[config.mk]
export PLATFORM = sky130hd
export DESIGN_NAME = thread_switch_fetch
export DESIGN_NICKNAME = d
export VERILOG_FILES = /design/src/rtl/ts_pkg.sv /design/src/rtl/ts_switch_ctrl.sv /design/src/rtl/ts_branch_hold.sv /design/src/rtl/ts_pc_bank.sv /design/src/rtl/thread_switch_fetch.sv
export SDC_FILE = /design/constraint.sdc
export NUM_CORES = 1
export LEC_CHECK = 0
export ABC_AREA = 1
export BUFFER_PORTS_ARGS = -buffer_cell sky130_fd_sc_hd__buf_2
export CORE_AREA = 2 2 197 102
export CTS_CLUSTER_SIZE = 30
export DETAILED_ROUTE_END_ITERATION = 12
export DIE_AREA = 0 0 199 104
export GPL_TIMING_DRIVEN = 0
export PLACE_DENSITY = 0.62
export SLEW_MARGIN = 25
export SYNTH_ARGS = -nofsm -noshare
export SYNTH_HDL_FRONTEND = slang
export SYNTH_SLANG_ARGS = --single-unit
[constraint.sdc]
create_clock -name clk -period 1.7 [get_ports clk]
set_input_delay 0.255 -clock clk [delete_from_list [all_inputs] [get_ports clk]]
set_output_delay 0.255 -clock clk [all_outputs]
set_load 0.01 [all_outputs]
[src/rtl/ts_pkg.sv]
package ts_pkg;
  localparam int NTHR = 2;

  typedef enum logic [2:0] {
    ACT_IDLE,
    ACT_SEQ,
    ACT_BR_DS,
    ACT_BR_ND,
    ACT_DSLOT,
    ACT_STALL
  } ts_act_e;
endpackage

[src/rtl/ts_switch_ctrl.sv]
module ts_switch_ctrl
  import ts_pkg::*;
(
  input  logic    clk,
  input  logic    rst_n,
  input  logic    in_vld,
  input  logic    in_br,
  input  logic    in_ds,
  input  logic    hold_vld,
  output ts_act_e act,
  output logic    cur_thr,
  output logic    ds_pend,
  output logic    stall
);
  logic thr_d, ds_d, thr_en, ds_en;

  always_comb begin
    if (!in_vld)                act = ACT_IDLE;
    else if (ds_pend)           act = ACT_DSLOT;
    else if (in_br && hold_vld) act = ACT_STALL;
    else if (in_br && in_ds)    act = ACT_BR_DS;
    else if (in_br)             act = ACT_BR_ND;
    else                        act = ACT_SEQ;
  end

  assign stall  = (act == ACT_STALL);
  assign thr_en = (act == ACT_DSLOT) || (act == ACT_BR_ND);
  assign thr_d  = ~cur_thr;
  assign ds_en  = (act == ACT_DSLOT) || (act == ACT_BR_DS);
  assign ds_d   = (act == ACT_BR_DS);

  always_ff @(posedge clk or negedge rst_n) begin
    if (!rst_n) begin
      cur_thr <= 1'b0;
      ds_pend <= 1'b0;
    end else begin
      if (thr_en) cur_thr <= thr_d;
      if (ds_en)  ds_pend <= ds_d;
    end
  end
endmodule

[src/rtl/ts_branch_hold.sv]
module ts_branch_hold
  import ts_pkg::*;
#(
  parameter int AW = 32
) (
  input  logic          clk,
  input  logic          rst_n,
  input  ts_act_e       act,
  input  logic          cur_thr,
  input  logic          in_tk,
  input  logic [AW-1:0] in_tgt,
  output logic          hold_vld,
  output logic          hold_tk,
  output logic [AW-1:0] hold_tgt,
  output logic          cm_en,
  output logic          cm_thr
);
  logic cap_en, vld_d;

  assign cap_en = (act == ACT_BR_DS) || (act == ACT_BR_ND);
  assign vld_d  = (act == ACT_BR_ND);
  assign cm_en  = hold_vld && hold_tk;

  always_ff @(posedge clk or negedge rst_n) begin
    if (!rst_n) begin
      hold_vld <= 1'b0;
      hold_tk  <= 1'b0;
      hold_tgt <= '0;
      cm_thr   <= 1'b0;
    end else begin
      hold_vld <= vld_d;
      if (cap_en) begin
        hold_tk  <= in_tk;
        hold_tgt <= in_tgt;
        cm_thr   <= cur_thr;
      end
    end
  end
endmodule

[src/rtl/ts_pc_bank.sv]
module ts_pc_bank
  import ts_pkg::*;
#(
  parameter int AW   = 32,
  parameter int STEP = 4
) (
  input  logic          clk,
  input  logic          rst_n,
  input  ts_act_e       act,
  input  logic          cur_thr,
  input  logic          cm_en,
  input  logic          cm_thr,
  input  logic          hold_tk,
  input  logic [AW-1:0] hold_tgt,
  output logic [AW-1:0] fetch_pc
);
  localparam logic [AW-1:0] INC = AW'(STEP);

  logic adv;
  assign adv = (act == ACT_SEQ) || (act == ACT_BR_DS) || (act == ACT_BR_ND);

  logic [AW-1:0] pc_sel [NTHR];

  for (genvar t = 0; t < NTHR; t++) begin : g_thr
    logic [AW-1:0] pc_q, pc_d;
    logic          own, cm_hit, en;

    assign own    = (cur_thr == 1'(t));
    assign cm_hit = cm_en && (cm_thr == 1'(t));

    always_comb begin
      en   = 1'b1;
      pc_d = pc_q;
      if (cm_hit)                          pc_d = hold_tgt;
      else if (own && act == ACT_DSLOT)    pc_d = hold_tk ? hold_tgt : pc_q + INC;
      else if (own && adv)                 pc_d = pc_q + INC;
      else                                 en   = 1'b0;
    end

    always_ff @(posedge clk or negedge rst_n) begin
      if (!rst_n)  pc_q <= '0;
      else if (en) pc_q <= pc_d;
    end

    assign pc_sel[t] = pc_q;
  end

  assign fetch_pc = pc_sel[cur_thr];
endmodule

[src/rtl/thread_switch_fetch.sv]
module thread_switch_fetch
  import ts_pkg::*;
#(
  parameter int AW   = 32,
  parameter int STEP = 4
) (
  input  logic          clk,
  input  logic          rst_n,
  input  logic          in_vld,
  input  logic          in_br,
  input  logic          in_ds,
  input  logic          in_tk,
  input  logic [AW-1:0] in_tgt,
  output logic [AW-1:0] fetch_pc,
  output logic          fetch_thr,
  output logic          stall
);
  ts_act_e       act;
  logic          ds_pend, hold_vld, hold_tk, cm_en, cm_thr;
  logic [AW-1:0] hold_tgt;

  ts_switch_ctrl u_ctrl (
    .clk(clk), .rst_n(rst_n), .in_vld(in_vld), .in_br(in_br), .in_ds(in_ds),
    .hold_vld(hold_vld), .act(act), .cur_thr(fetch_thr), .ds_pend(ds_pend),
    .stall(stall)
  );

  ts_branch_hold #(.AW(AW)) u_hold (
    .clk(clk), .rst_n(rst_n), .act(act), .cur_thr(fetch_thr), .in_tk(in_tk),
    .in_tgt(in_tgt), .hold_vld(hold_vld), .hold_tk(hold_tk),
    .hold_tgt(hold_tgt), .cm_en(cm_en), .cm_thr(cm_thr)
  );

  ts_pc_bank #(.AW(AW), .STEP(STEP)) u_pcs (
    .clk(clk), .rst_n(rst_n), .act(act), .cur_thr(fetch_thr), .cm_en(cm_en),
    .cm_thr(cm_thr), .hold_tk(hold_tk), .hold_tgt(hold_tgt),
    .fetch_pc(fetch_pc)
  );
endmodule

Word-level counts from Yosys, hierarchy flattened
Index checks and enable logic that the tools add are counted.
{"block": "word_totals", "ramBits": 0, "word_cells": 59, "mem_bits_ro": 0, "inputBits": 38, "ff_bits": 101, "latch_bits": 0, "out_inout_bits": 34, "memories": 0}
{"block": "op_classes", "n_mux": 22, "order_cmp": 1, "n_eq_ne": 5, "n_mul": 0, "div_mod_pow": 0, "addsub": 2, "reduce_logical": 18, "bitwise_logic": 3, "shifts": 0}
{"operator": "$mux W32", "n": 11}
{"operator": "$add A32 B3 Y32 const B", "n": 2}
{"operator": "$mux W3", "n": 4}
{"operator": "$logic_and A1 B1 Y1", "n": 9}
{"operator": "$eq A3 B2 Y1 const B", "n": 2}
{"operator": "$eq A3 B3 Y1 const B", "n": 2}
{"operator": "$mux W1", "n": 6}
{"operator": "$reduce_bool A3 Y1", "n": 2}
{"operator": "$logic_or A1 B1 Y1", "n": 5}
{"operator": "$reduce_and A2 Y1", "n": 2}
{"operator": "$eq A3 B1 Y1 const B", "n": 1}
{"operator": "$ge A2 B2 Y1 const B", "n": 1}
{"operator": "$mux W2", "n": 1}
{"operator": "$not A1 Y1", "n": 2}
{"operator": "$not A1 Y2", "n": 1}

Depth between registers and ports, before layout
{"block": "depth", "word_depth": 13, "ltp_mapped": 11, "ltp_nobuf": 11}

Hierarchy
From an unflattened synthesis, not the netlist that was laid out.
{"block": "unflattened", "cells_unflattened": 1002, "area_unflattened_um2": 6734.0}
{"mod": "ts_pc_bank", "instances": 1, "cells_each": 824, "seq_area_each_um2": 1601.5, "area_per_inst_um2": 5134.9}
{"mod": "ts_branch_hold", "instances": 1, "cells_each": 153, "seq_area_each_um2": 875.8, "area_per_inst_um2": 1436.4}
{"mod": "ts_switch_ctrl", "instances": 1, "cells_each": 25, "seq_area_each_um2": 50.0, "area_per_inst_um2": 162.7}

Least setup slack after synthesis
No wires, ideal clock.
{"block": "synth_path", "path_type": "register to output", "startpoint": "register u_ctrl.cur_thr", "endpoint": "output fetch_pc[12]", "arrival_ns": 1.297, "stages_incl_launch_ff": 6, "slack_ns": 0.148, "n_path_buf": 3, "required_ns": 1.445, "cell_sequence": "dfrtp_1 buf_2 clkbuf_1 clkbuf_1 nand2_1 o21ai_0"}
{"block": "synth_between", "elab_chain_cells": 4}
{"element": "start, declared", "line_no": "ts_switch_ctrl.sv:11", "source": "output logic cur_thr,"}
{"element": "start signal, assigned", "line_no": "ts_switch_ctrl.sv:37", "source": "if (thr_en) cur_thr <= thr_d;"}
{"element": "$not A1 Y2 (not written as such)", "line_no": "ts_pc_bank.sv:48", "source": "assign fetch_pc = pc_sel[cur_thr];"}
{"element": "$mux W32 (not written as such) (3 in a row)", "line_no": "ts_pc_bank.sv:48"}
{"element": "end, declared", "line_no": "thread_switch_fetch.sv:14", "source": "output logic [AW-1:0] fetch_pc,"}
Every way passes these cells. The select of a mux whose other input is x is not followed.

Worst setup path in the final report
{"block": "layout_path", "startpoint": "register u_ctrl.cur_thr", "endpoint": "output fetch_pc[24]"}
The elaborated chain is that of the path after synthesis.

==> impl_metrics.yaml <==
run_status:
  status: "complete, but fails checks"
  violations: "setup timing"
floorplan:
  ios: 72
  start_util_pct: 34.3
  rows: 36
  die-area_sq_mm: 0.0207
  die_w_um: 199
  core_sq_mm: 0.0191
  dieHeight_um: 104
clock_tree:
  cts_tree: "built"
  clk_pin_slew_worst_paths_ns: 0.07
  clkSinkCount: 101
  clock_latency_ns: 0.37
  cts_buffer_depth: 2
  cts_buffers: 9
  clockRootBuffer: "clkbuf_16"
  htreeDepth: 3
synth:
  synth_cell_types: 34
  ys_seq_elements: 101
  synth_area_per_cell_sq_um: 6.76
  ys_warn_count: 0
  synth_area_leaders: "dfrtp_1 39%, nand2_1 18%, nand3_1 6.8%"
  ys.flop_type: "dfrtp_1"
  synthesis.area_sq_mm: 0.00654
  ys_seq_area_share_pct: 38.6
  synth_commonest_cells: "317 x nand2_1, 107 x nor2_1, 101 x dfrtp_1"
  ys_async_sr_fraction_pct: 100
  synth_top_area_share_pct: 38.6
  syn_inst: 967
  synth_edf_count: 0
  syn_nets: 1007
  synth_most_common_cell: "nand2_1"
  yosys.area.top_type: "dfrtp_1"
grt:
  grt_max_degree: 63
  grt_overflow: 0
  gr-usage-all-layers_pct: 26.6
  grt_pass1_wl_mm: 39.9
  grt_pass1_vias: 6441
  antenna_found_initial: 0
job:
  max-cap-violations: 0
timing:
  tns_ns: -2.99
  worst_slew_pin_slew_ns: 0.697
  fin_crit_ns: 1.84
  max-slew-margin-rel_pct: 53.6
  hold_viol: 0
  slew_viol_final: 0
  holdWs_ns: 0.0844
  rsz0062_at_grt: "yes"
  clock_skew_ns: 0.0102
  period_share_pct: 108
  setup_viol: 37
  max_freq_mhz: 543
  fin_ws_ns: -0.142
detailed_routing:
  drtIter0Drc: 927
  first_pass_iters: 7
  drt_wl_total_mm: 28.3
  ant_nets: 0
  route.detailed.drc: 0
  viasPerCell: 5.45
  wire_per_inst_um: 20.9
  vias: 7391
min_path:
  min_path_type: "in -> reg"
setup_path:
  worst-path-max-fanout: 7
  worstSetupStartpointType: "register"
  path_class: "reg -> out"
  cp_num_buf_inv: 4
  crit_family: "buffers and inverters"
  crit_required_ns: 1.44
  critPathArrivalTime_ns: 1.59
  crit_path_end_kind: "output pin"
  critPathMaxStageDelay_ns: 0.38
  cp_slowest_cell: "dfrtp_1"
  cpMostUsedCell: "clkbuf_16"
  path_cells: "buf_6 > clkbuf_16 > clkbuf_16 > nand2_4 > o21ai_4 > buf_2"
placement:
  hpwlAfterDp_mm: 20.6
  dp.cells: 1305
  port_buffers: 71
  gp_congestion: 1.01
cells_and_area:
  fill_cells: 1934
  finish.utilization_pct: 46.2
  syn_to_final_growth_pct: 34.6
  nets: 1125
  final_layout_size_suffix_gt1_share_pct: 30.3
  num_antenna_cells: 0
  finalNonFillerCells: 1356
power:
  design_power_total_w: 0.0135
  total_leakage_power_nw: 4.06
  vdd_drop_max_mv: 0.682
  p_per_area_mw_per_mm2: 1530
-- registers in the layout, indices dropped and copies added, names as in the netlist --
register          count
u_ctrl.cur_thr        1
u_ctrl.ds_pend        1
u_hold.cm_thr         1
u_hold.hold_tgt      32
u_hold.hold_tk        1
u_hold.hold_vld       1
u_pcs.g_thr.pc_q     64
-- stage by stage --
step                area [sq um]  setup slack [ns]
CTS                         8020           -0.0967
global route                8800            -0.151
finish                      8800            -0.142
detailed placement          7260            -0.620
floorplan                   6540             0.148
global placement            7230            -0.861
-- cell type report --
| cell class | instances | area [sq um] | area share (%) |
|---|---|---|---|
| Sequential cell | 101 | 2550 | 29.0 |
| Tap cell | 266 | 333 | 3.78 |
| Timing Repair Buffer | 106 | 790 | 8.97 |
| Clock buffer | 14 | 274 | 3.11 |
| Clock inverter | 2 | 16.3 | 0.185 |
| Buffer | 36 | 417 | 4.73 |
| Inverter | 102 | 402 | 4.56 |
| Multi-Input combinational cell | 728 | 4010 | 45.6 |
| Timing Repair inverter | 1 | 6.26 | 0.0711 |
-- worst paths after layout --
path,start,endpoint,slack [ns],cells after the start
max,u_ctrl.cur_thr,fetch_pc[24],-0.14,6
min,in_ds,u_hold.hold_vld,0.08,2
max reg2reg,u_ctrl.cur_thr,u_pcs.g_thr[0].pc_q[16],-0.04,9
min reg2reg,u_pcs.g_thr[0].pc_q[0],u_pcs.g_thr[0].pc_q[0],0.50,2
max in group asynchronous,rst_n,u_pcs.g_thr[1].pc_q[23],0.63,3
min in group asynchronous,rst_n,u_hold.hold_tgt[4],0.36,2
-- layer usage --
metal  part of all wire [%]  GRT usage [%]  wire length [um]
met3                     15           10.4              4370
met5                      0              0                 0
met4                    1.2           4.10               340
met2                     36           32.2             10200
met1                     47           42.8             13400
-- kinds of logic (layout without fill, tap and decap cells) --
logic type / count (synthesis) / after routing / share of synthesized area [%]
and+or+nand+nor: 556 / 556 / 35.7
AOI/OAI and AO/OA: 148 / 148 / 12.3
buffers and inverters: 138 / 261 / 9.34
DFF: 101 / 101 / 38.6
muxes: 17 / 17 / 2.93
xor gates and xnor gates: 5 / 5 / 0.670
adders and majority gates: 2 / 2 / 0.383
-- report_power, final --
| part | internal, W | total (W) | switching (W) |
|---|---|---|---|
| logic | 0.00274 | 0.00692 | 0.00418 |
| clock network | 0.00112 | 0.00212 | 0.000995 |
| registers | 0.00324 | 0.00443 | 0.00119 |
-- worst reg2reg max path, stage by stage (launching register included) --
cell,delay [ns]
dfrtp_1,0.40
buf_6,0.15
buf_4,0.15
nor2_4,0.15
o21ai_4,0.09
buf_12,0.15
buf_4,0.14
clkbuf_16,0.16
o211ai_1,0.15
o21ai_1,0.09
-- layout by cell type, fill, tap and decap left out, drive strengths merged --
cell type	instances
a21oi	32
a31oi	2
buf	125
clkbuf	30
clkinv	1
clkinvlp	2
dfrtp	101
dlygate4sd3	1
ha	2
inv	102
mux2	17
nand2	322
nand3	91
nand3b	8
nand4	6
nor2	120
nor3	3
o211ai	10
o21ai	94
o21bai	5
o22ai	5
or2	6
xnor2	1
xor2	4
-- timing repair --
action / in CTS / in global routing
setup endpoints to repair: 78 / 109
hold endpoints to repair: 39 / 0
pin swaps: 5 / 12
resized for setup: 122 / 163
hold buffers: 1 / 0
setup buffers: 6 / 19
cloned: 4 / 5
Note: power is estimated with default switching activity, not from simulation.
